==> config.mk <==
export PLATFORM = sky130hd
export DESIGN_NAME = intc_group_combiner
export DESIGN_NICKNAME = d
export VERILOG_FILES = /design/src/rtl/intc_comb_pkg.sv /design/src/rtl/intc_comb_regdec.sv /design/src/rtl/intc_comb_enables.sv /design/src/rtl/intc_comb_group_or.sv /design/src/rtl/intc_group_combiner.sv
export SDC_FILE = /design/constraint.sdc
export NUM_CORES = 1
export LEC_CHECK = 0
export BUFFER_PORTS_ARGS = -buffer_cell sky130_fd_sc_hd__buf_2
export CAP_MARGIN = 20
export CORE_MARGIN = 10
export CORE_UTILIZATION = 35
export DETAILED_ROUTE_END_ITERATION = 10
export GPL_TIMING_DRIVEN = 1
export PLACE_DENSITY = 0.63
export SKIP_CTS_REPAIR_TIMING = 1
export SLEW_MARGIN = 10
export SYNTH_ARGS = -nofsm -noshare
export SYNTH_HDL_FRONTEND = slang
export SYNTH_SLANG_ARGS = --single-unit
==> constraint.sdc <==
create_clock -name clk -period 4.7 [get_ports clk]
set_clock_uncertainty 0.05 [all_clocks]
set_input_delay 0.235 -clock clk [delete_from_list [all_inputs] [get_ports clk]]
set_output_delay 0.235 -clock clk [all_outputs]
set_load 0.01 [all_outputs]
==> src/rtl/intc_comb_pkg.sv <==
package intc_comb_pkg;
  localparam int LINES_PER_GROUP = 8;
  localparam int GROUPS_PER_BANK = 4;
  localparam int WORD_W          = LINES_PER_GROUP * GROUPS_PER_BANK;

  typedef enum logic [1:0] {
    REG_NONE = 2'd0,
    REG_SET  = 2'd1,
    REG_CLR  = 2'd2,
    REG_STAT = 2'd3
  } reg_kind_t;
endpackage

==> src/rtl/intc_comb_regdec.sv <==
module intc_comb_regdec
  import intc_comb_pkg::*;
#(
  parameter int NUM_BANKS = 5,
  parameter int BANK_W    = 3,
  parameter int ADDR_W    = 7
) (
  input  logic [ADDR_W-1:0] addr,
  output logic [BANK_W-1:0] bank,
  output reg_kind_t         kind
);
  logic bank_ok;

  assign bank    = addr[ADDR_W-1:4];
  assign bank_ok = int'(bank) < NUM_BANKS;

  always_comb begin
    kind = REG_NONE;
    if (bank_ok) begin
      case (addr[3:0])
        4'h0:    kind = REG_SET;
        4'h4:    kind = REG_CLR;
        4'hC:    kind = REG_STAT;
        default: kind = REG_NONE;
      endcase
    end
  end
endmodule

==> src/rtl/intc_comb_enables.sv <==
module intc_comb_enables
  import intc_comb_pkg::*;
#(
  parameter int NUM_SRC   = 160,
  parameter int NUM_BANKS = 5,
  parameter int BANK_W    = 3
) (
  input  logic                          clk,
  input  logic                          rst,
  input  logic                          wr_en,
  input  logic [BANK_W-1:0]             bank,
  input  reg_kind_t                     kind,
  input  logic [WORD_W-1:0]             wdata,
  output logic [NUM_BANKS*WORD_W-1:0]   en_all
);
  for (genvar b = 0; b < NUM_BANKS; b++) begin : g_bank
    localparam int VCNT = ((NUM_SRC - b*WORD_W) >= WORD_W) ? WORD_W : (NUM_SRC - b*WORD_W);
    localparam logic [WORD_W-1:0] MASK =
      (VCNT == WORD_W) ? {WORD_W{1'b1}} : ((WORD_W'(1) << VCNT) - WORD_W'(1));

    logic [WORD_W-1:0] en_q;
    logic              sel;

    assign sel = wr_en && (int'(bank) == b);

    always_ff @(posedge clk) begin
      if (rst) begin
        en_q <= '0;
      end else if (sel && kind == REG_SET) begin
        en_q <= en_q | (wdata & MASK);
      end else if (sel && kind == REG_CLR) begin
        en_q <= en_q & ~wdata;
      end
    end

    assign en_all[b*WORD_W +: WORD_W] = en_q;
  end
endmodule

==> src/rtl/intc_comb_group_or.sv <==
module intc_comb_group_or
  import intc_comb_pkg::*;
#(
  parameter int NUM_GROUPS = 20
) (
  input  logic                                  clk,
  input  logic                                  rst,
  input  logic [NUM_GROUPS*LINES_PER_GROUP-1:0] src_in,
  input  logic [NUM_GROUPS*LINES_PER_GROUP-1:0] en_src,
  output logic [NUM_GROUPS-1:0]                 grp_irq
);
  for (genvar g = 0; g < NUM_GROUPS; g++) begin : g_grp
    logic hit;
    assign hit = |(src_in[g*LINES_PER_GROUP +: LINES_PER_GROUP] &
                   en_src[g*LINES_PER_GROUP +: LINES_PER_GROUP]);
    always_ff @(posedge clk) begin
      if (rst) grp_irq[g] <= 1'b0;
      else     grp_irq[g] <= hit;
    end
  end
endmodule

==> src/rtl/intc_group_combiner.sv <==
module intc_group_combiner
  import intc_comb_pkg::*;
#(
  parameter int NUM_GROUPS = 20,
  localparam int NUM_SRC   = NUM_GROUPS * LINES_PER_GROUP,
  localparam int NUM_BANKS = (NUM_GROUPS + GROUPS_PER_BANK - 1) / GROUPS_PER_BANK,
  localparam int BANK_W    = (NUM_BANKS > 1) ? $clog2(NUM_BANKS) : 1,
  localparam int ADDR_W    = BANK_W + 4
) (
  input  logic                  clk,
  input  logic                  rst,
  input  logic                  wr_en,
  input  logic                  rd_en,
  input  logic [ADDR_W-1:0]     addr,
  input  logic [WORD_W-1:0]     wdata,
  output logic [WORD_W-1:0]     rdata,
  input  logic [NUM_SRC-1:0]    src_in,
  output logic [NUM_GROUPS-1:0] grp_irq
);
  localparam int PAD_W = NUM_BANKS * WORD_W;

  logic [BANK_W-1:0] bank;
  reg_kind_t         kind;
  logic [PAD_W-1:0]  en_all;
  logic [PAD_W-1:0]  src_pad;

  intc_comb_regdec #(
    .NUM_BANKS(NUM_BANKS), .BANK_W(BANK_W), .ADDR_W(ADDR_W)
  ) u_dec (
    .addr(addr), .bank(bank), .kind(kind)
  );

  intc_comb_enables #(
    .NUM_SRC(NUM_SRC), .NUM_BANKS(NUM_BANKS), .BANK_W(BANK_W)
  ) u_en (
    .clk(clk), .rst(rst), .wr_en(wr_en), .bank(bank), .kind(kind),
    .wdata(wdata), .en_all(en_all)
  );

  intc_comb_group_or #(
    .NUM_GROUPS(NUM_GROUPS)
  ) u_or (
    .clk(clk), .rst(rst), .src_in(src_in), .en_src(en_all[NUM_SRC-1:0]),
    .grp_irq(grp_irq)
  );

  always_comb begin
    src_pad = '0;
    src_pad[NUM_SRC-1:0] = src_in;
  end

  always_ff @(posedge clk) begin
    if (rst || !rd_en) begin
      rdata <= '0;
    end else begin
      case (kind)
        REG_SET:  rdata <= en_all[bank*WORD_W +: WORD_W];
        REG_STAT: rdata <= en_all[bank*WORD_W +: WORD_W] & src_pad[bank*WORD_W +: WORD_W];
        default:  rdata <= '0;
      endcase
    end
  end
endmodule

==> results of run 1 <==
per-layer routing:
metal	GRT usage (%)	routed length [µm]	part of all wire, %	vias up
li1	-	-	-	4767
met1	26.21	16290	42	4945
met2	33.04	18750	48	485
met3	3.298	2852	7.3	77
met4	5.469	931	2.4	0
met5	0	0	0	-
report_power, final:
group          switching (µW)  total [µW]  leakage, µW  internal, µW
clock network             755        1940     0.000404          1190
registers                6.05        1810      0.00171          1800
logic                     249         391      0.00242           141
total                    1010        4150      0.00453          3130
per-stage QoR:
stage          worst slack (ns)  cell area, µm²  util [%]
5_1_grt                   2.162           12520     43.38
2_1_floorplan             2.778           10290         -
4_1_cts                   2.312           12440     43.10
3_3_place_gp              1.860           11610     40.25
3_5_place_dp              1.788           11610     40.25
6_report                  2.343           12520     43.38
kinds of logic (layout without fill, tap and decap cells):
| group | Yosys count | count (layout) | share of synthesized area, % |
|---|---|---|---|
| AND/OR/NAND/NOR | 79 | 79 | 4.850 |
| AO/OA/AOI/OAI | 549 | 549 | 35.59 |
| XOR/XNOR | 1 | 1 | 0.08511 |
| buffers and inverters | 142 | 321 | 5.787 |
| multiplexers | 128 | 128 | 12.45 |
| flip-flops | 212 | 212 | 41.24 |
layout make-up:
| class | count | area [µm²] |
|---|---|---|
| Clock inverter | 6 | 82.58 |
| Sequential cell | 212 | 4244 |
| Multi-Input combinational cell | 757 | 5492 |
| Timing Repair Buffer | 277 | 1476 |
| Fill cell | 2873 | 16340 |
| Clock buffer | 37 | 740.7 |
| Inverter | 1 | 3.754 |
| Tap cell | 384 | 480.5 |
placed cells by master (no fill, tap or decap), types with 25 or more instances in the layout:
master	count
nor3_1	32
nor2b_1	32
mux2i_1	128
a311oi_1	128
a21oi_1	224
a22oi_1	80
buf_2	251
a211oi_1	32
dfxtp_1	212
o22ai_1	64
clkbuf_16	25
worst max-delay path by stage:
stage | to | slack, ns | cells past startpoint
2_1_floorplan | flip-flop | 2.78 | 5
3_3_place_gp | flip-flop | 1.86 | 6
3_5_place_dp | flip-flop | 1.79 | 6
4_1_cts | flip-flop | 2.31 | 6
5_1_grt | flip-flop | 2.16 | 6
6_report | flip-flop | 2.34 | 6
critical path: stages:
cell	delay, ns
buf_2	0.11
or4b_1	0.79
nor2b_4	0.71
buf_4	0.45
a21oi_1	0.12
a311oi_1	0.27
==> reports/qor.txt, run 1 <==
outcome: complete, but fails checks
failing checks: negative hold slack
pwr/cell area: 331.1 nW/µm²
core area: 28860 µm²
CP Launch Point: addr[3]
Non-Filler Instances: 1674
via count: 10270
Tmin final: 2.357 ns
layout cells sized above 1: 24.73%
Num CTS Buffers: 25
Mapped Area: 10290 µm²
Via density: 6.137
Primary FF master, synth: dfxtp_1
post-synth net total: 1314
initial antenna violation count: 0
flop2flop setup slack: 3.48 ns
clk buf depth: 3
FF-to-FF End: rdata[17]
synth top area cells: dfxtp_1, mux2i_1, a21oi_1, a311oi_1, a22oi_1
ANT cells: 0
Synth top area share: 41.24%
vias in the first global route: 9989
worst skew pair latency: 0.52 ns
syn avg cell area: 9.264 µm²
WL per Instance: 23.19 µm
nature of the critical path endpoint: flip-flop
Max Fclk: 0.4243 GHz
DRC: 0
crit path kind: in2reg
Final Wtd Congestion: 0.9505
Async SR Flop Fraction: 0%
net total in the final layout: 1477
RSZ-0062 raised after global routing: false
crit share post-route: 50.14%
clock root cell: clkbuf_16
CTS tree: built
max_cap viols: 0
I/O Buffers: 254
largest net degree at the start of global routing: 94
yosys synthesis warning count: 0
Total GRT Usage: 19.94%
Worst-Margin Slew: 1.065 ns
Final Hold Slack: -0.01841 ns
overall power: 4145 µW
Die Footprint: 36670 µm²
top-count cell post-synth: a21oi_1
Initial Util: 35.67%
number of synthesized flops with an enable pin: 0
CTS sink count: 212
synthesized instance count: 1111
drt pass-1 iters: 5
GRT overflow: 0
Post-synth top cells: a21oi_1, dfxtp_1, a311oi_1, mux2i_1, clkbuf_1
Top Ports: 255
Core Rows: 62
Critical Path RT: 5.06 ns
post-synthesis sequential area ratio: 41.24%
final hold vios: 10
FF+latch count, synth: 212
H-tree depth: 1
post-DP HPWL: 27260 µm
Die Height: 191.5 µm
CTS clk-pin slew, worst paths: 0.06 ns
Leakage: 0.004534 µW
VDD IR max: 0.1896 mV
DRT iter0 DRCs: 1057
reg2reg path depth: 4
hold path start: wdata[23]
Sum Neg Setup Slack: 0 ns
max-slew violation count: 0
Netlist cell types: 26
Final ANT Viol Nets: 0
first-pass GRT wire length: 59250 µm
Hold Path Cell Cnt: 2
Rel. slew slack: 28.98%
final setup vio count: 0
Post-Route WL: 38820 µm
Area Overhead vs Synth: 21.64%
largest fanout on the critical path: 33
WP data arrival: 2.72 ns
placed insts: 1623
Hold Crit Class: in2reg
crit start category: input port
Die Width: 191.5 µm
dominant cell type by area after synthesis: dfxtp_1
(Power assumes the default switching activity.)
==> inputs of run 2 (changes only) <==
--- a/config.mk
+++ b/config.mk
@@ -11,7 +11,7 @@
 export CORE_UTILIZATION = 35
 export DETAILED_ROUTE_END_ITERATION = 10
 export GPL_TIMING_DRIVEN = 1
-export PLACE_DENSITY = 0.63
+export PLACE_DENSITY = 0.65
 export SKIP_CTS_REPAIR_TIMING = 1
 export SLEW_MARGIN = 10
 export SYNTH_ARGS = -nofsm -noshare
==> constraint.sdc (replaced) <==
create_clock -name clk -period 1.9 [get_ports clk]
set_clock_uncertainty 0.05 [all_clocks]
set_input_delay 0.095 -clock clk [delete_from_list [all_inputs] [get_ports clk]]
set_output_delay 0.095 -clock clk [all_outputs]
set_load 0.01 [all_outputs]
==> run 2 against run 1 <==
Compared with the run above:
- the flow still finishes with violations (negative hold slack)
- die area is the same
- clock-buffer cell count is the same
- critical path type is now reg2reg
- clock power grew 140%
- sequential power grew 150%
- combinational power grew to 3.0 times the previous value
- largest power group unchanged
- sequential cell count is the same
- critical path depth shrank 3
- design area grew 11%
- setup slack lost 1.9 ns
==> reports/qor.txt, run 2 (synthesis results as in run 1) <==
VDD IR max: 0.4592 mV
CTS clk-pin slew, worst paths: 0.06 ns
Final ANT Viol Nets: 0
I/O Buffers: 254
drt pass-1 iters: 6
crit path kind: reg2reg
clock root cell: clkbuf_16
Hold Crit Class: in2reg
Rel. slew slack: 50.63%
failing checks: negative hold slack
CTS tree: built
WL per Instance: 22.25 µm
Sum Neg Setup Slack: 0 ns
met1 Use GR: 25.58%
CTS sink count: 212
first-pass GRT wire length: 58890 µm
GRT overflow: 0
Critical Path RT: 2.22 ns
Hold EP: rdata[9]
DRC: 0
hold path start: src_in[137]
layout cells sized above 1: 24.21%
Max Fclk: 0.6716 GHz
Die Width: 191.5 µm
Filler Cells Inserted: 2743
net total in the final layout: 1608
most frequent cells in the layout: buf_2, a21oi_1, dfxtp_1
flop2flop setup slack: 0.41 ns
pwr/cell area: 739.6 nW/µm²
Final Hold Slack: -0.05866 ns
Hold Path Cell Cnt: 3
Worst-Margin Slew: 0.7405 ns
most used routing layer: met2
worst skew pair latency: 0.51 ns
max_cap viols: 0
initial antenna violation count: 2
final hold vios: 5
leading cell type in the layout, fill and taps excluded: buf_2
Core Rows: 62
nature of the critical path endpoint: flip-flop
crit share post-route: 78.36%
placed insts: 1648
Leakage: 0.005075 µW
RSZ-0062 raised after global routing: false
Via density: 6.012
FF-to-FF End: u_or.grp_irq[8]
Area Overhead vs Synth: 35.51%
max-slew violation count: 0
Post-Route WL: 40230 µm
met2 GRT Util: 32.81%
H-tree depth: 1
clk buf depth: 3
WP data arrival: 1.81 ns
post-DP HPWL: 28170 µm
reg2reg path depth: 3
Top Ports: 255
vias in the first global route: 10050
Non-Filler Instances: 1808
largest fanout on the critical path: 3
DRT iter0 DRCs: 1186
Die Footprint: 36670 µm²
core area: 28860 µm²
met3 Use GR: 3.972%
Initial Util: 35.67%
Total GRT Usage: 19.86%
final setup vio count: 0
Num CTS Buffers: 25
Final Wtd Congestion: 0.9459
via count: 10870
crit start category: flip-flop
Tmin final: 1.489 ns
Die Height: 191.5 µm
largest net degree at the start of global routing: 109
outcome: complete, but fails checks
## run 2: cell count changes in the layout (fill, tap and decap cells not counted), moves of 3 or more
cell / delta
buf_4: +10
diode_2: +3
dlygate4sd3_1: +107
buf_12: +15
## run 2: layout make-up
type                       count  area [µm²]  share of cell area, %
multi-input combinational    757        5492                  39.37
sequential                   212        4244                  30.43
timing repair buffer         408        2912                  20.88
clock buffer                  37       750.7                  5.383
tap                          384       480.5                  3.445
clock inverter                 6       57.56                 0.4127
antenna                        3       7.507                0.05383
inverter                       1       3.754                0.02691
## run 2: metal layers
layer / vias to the layer above / part of all wire (%)
met4: 0 / 3.0
li1: 5046 / -
met3: 101 / 8.9
met1: 5114 / 40
met2: 609 / 48
met5: - / 0
## run 2: critical path: stages, from the launching register on
cell and delay [ns]:
dfxtp_1 0.33, a22oi_1 0.23, dlygate4sd3_1 0.62, a41oi_1 0.12
## run 2: how the worst max path moves through the flow
stage / slack (ns) / cells after the start / endpoint / start
final: 0.41 / 3 / u_or.grp_irq[8] / flip-flop
after detailed placement: -0.08 / 7 / flip-flop / addr[3]
after CTS: 0.46 / 7 / flip-flop / addr[3]
after global placement: -0.04 / 7 / flip-flop / addr[3]
after floorplan: 0.12 / 5 / flip-flop / addr[3]
after global routing: 0.33 / 7 / flip-flop / addr[3]
## run 2: stage by stage
stage / power [µW] / setup slack, ns / cell area [µm²] / utilization, % / hold WS, ns
2_1_floorplan: 5093 / 0.1179 / 10290 / - / 0.2552
3_3_place_gp: 5550 / -0.03846 / 11990 / 41.55 / 0.3483
3_5_place_dp: 5556 / -0.08453 / 11990 / 41.55 / 0.3528
4_1_cts: 10240 / 0.4574 / 12800 / 44.35 / -0.1873
5_1_grt: 10680 / 0.3347 / 13940 / 48.32 / -0.02679
6_report: 10320 / 0.4111 / 13950 / 48.33 / -0.05866
## run 2: power breakdown
group | internal, µW | total [µW] | switching, µW
registers | 4460 | 4480 | 14.9
clock network | 2840 | 4680 | 1840
logic | 496 | 1160 | 661
total | 7800 | 10300 | 2510
==> inputs of run 3 (changes only) <==
--- a/config.mk
+++ b/config.mk
@@ -11,7 +11,7 @@
 export CORE_UTILIZATION = 35
 export DETAILED_ROUTE_END_ITERATION = 10
 export GPL_TIMING_DRIVEN = 1
-export PLACE_DENSITY = 0.65
+export PLACE_DENSITY = 0.63
 export SKIP_CTS_REPAIR_TIMING = 1
 export SLEW_MARGIN = 10
 export SYNTH_ARGS = -nofsm -noshare
==> constraint.sdc (replaced) <==
create_clock -name clk -period 1.5 [get_ports clk]
set_clock_uncertainty 0.05 [all_clocks]
set_input_delay 0.075 -clock clk [delete_from_list [all_inputs] [get_ports clk]]
set_output_delay 0.075 -clock clk [all_outputs]
set_load 0.01 [all_outputs]
==> run 3 against run 2 <==
Compared with the run above:
- sequential cell count unchanged
- non-clock buffer count increased by 57
- die area unchanged
- the flow still finishes with violations (negative hold slack)
- largest cell class unchanged
- critical path type unchanged
- final cell count increased by 3.2%
- critical path depth unchanged
==> reports/qor.txt, run 3 (synthesis results as in run 1) <==
CP Buf/Inv Count: 1
Die Height: 191.5 µm
largest net degree at the start of global routing: 91
Via density: 5.958
failing checks: negative hold slack
GRT overflow: 0
leading cell type in the layout, fill and taps excluded: buf_2
Non-Filler Instances: 1866
Hold EP: u_or.grp_irq[13]
Tmin final: 1.494 ns
first-pass GRT wire length: 59910 µm
crit share post-route: 99.59%
WL per Instance: 22.06 µm
Rel. slew slack: 63.01%
core area: 28860 µm²
Die Width: 191.5 µm
layout cells sized above 1: 28.58%
DRC: 0
Initial Util: 35.67%
Final Hold Slack: -0.04646 ns
flop2flop setup slack: 0.006 ns
overall power: 13340 µW
via count: 11120
vias in the first global route: 10340
nature of the critical path endpoint: flip-flop
clk buf depth: 3
Worst path max stage delay: 0.59 ns
final hold vios: 7
Final ANT Viol Nets: 0
Max Fclk: 0.6694 GHz
final setup vio count: 0
CP Depth: 3
I/O Buffers: 254
Critical Path RT: 1.88 ns
outcome: complete, but fails checks
max-slew violation count: 0
Top Ports: 255
post-route cell area: 14730 µm²
Total GRT Usage: 20.22%
hold path start: src_in[109]
CTS clk-pin slew, worst paths: 0.06 ns
crit start category: flip-flop
CTS tree: built
Area Overhead vs Synth: 43.10%
Hold Path Cell Cnt: 3
FF-to-FF End: u_or.grp_irq[5]
initial antenna violation count: 2
slowest CP cell: dlygate4sd3_1
crit path kind: reg2reg
Num CTS Buffers: 25
worst setup margin: 0.006218 ns
CTS sink count: 212
post-DP HPWL: 29210 µm
H-tree depth: 1
Final Wtd Congestion: 0.9170
net total in the final layout: 1665
Placed Area: 12530 µm²
pwr/cell area: 905.6 nW/µm²
VDD IR max: 0.6584 mV
DRT iter0 DRCs: 1255
clock root cell: clkbuf_16
drt pass-1 iters: 6
Hold Crit Class: in2reg
Leakage: 0.005486 µW
Setup WS pre-CTS: -0.4362 ns
placed insts: 1682
largest fanout on the critical path: 3
crit-path cells: a22oi_1 > dlygate4sd3_1 > a41oi_1
reg2reg path depth: 3
Core Rows: 62
WP data arrival: 1.87 ns
most frequent cells in the layout: buf_2, dfxtp_1, a21oi_1
Die Footprint: 36670 µm²
Post-Route WL: 41170 µm
worst skew pair latency: 0.52 ns
Crit path max-delay family: buffers and inverters
max_cap viols: 0
Worst-Margin Slew: 0.5548 ns
-- run 3: area by class of cell --
cell class,instances,area [µm²]
tap,384,480.5
multi-input combinational,757,5653
antenna,2,5.005
fill,2661,14130
inverter,1,3.754
clock buffer,32,681.9
clock inverter,13,133.9
timing repair buffer,465,3526
sequential,212,4244
-- run 3: worst max-delay path by stage --
stage | start | to | slack (ns)
final | flip-flop | u_or.grp_irq[5] | 0.006
after floorplan | addr[3] | flip-flop | -0.25
after CTS | addr[3] | flip-flop | 0.11
after global placement | addr[3] | flip-flop | -0.36
after global routing | flip-flop | u_or.grp_irq[12] | -0.04
after detailed placement | addr[3] | flip-flop | -0.44
-- run 3: worst reg2reg max path, cell delays in order, from the launching register on --
cell           delay (ns)
dfxtp_1              0.39
a22oi_1              0.11
dlygate4sd3_1        0.59
a41oi_1              0.26
-- run 3: metal layers --
metal,routed length [µm],global-route usage [%],part of all wire [%],vias up
li1,-,-,-,5168
met1,16890,25.89,41,5229
met2,19560,33.18,47,609
met3,3261,4.045,7.9,112
met4,1469,6.971,3.6,0
met5,0,0,0,-
-- run 3: power breakdown --
part           total (µW)  internal (µW)  switching (µW)
clock network        6030           3570            2460
registers            5670           5650            18.9
logic                1640            742             895
total               13300           9960            3370
-- run 3: per-stage QoR --
step                      util (%)  setup TNS (ns)
after floorplan                  -          -21.47
after global placement       43.43          -48.24
after detailed placement     43.43          -54.31
after CTS                    46.25               0
after global routing         51.04        -0.06811
final                        51.04               0
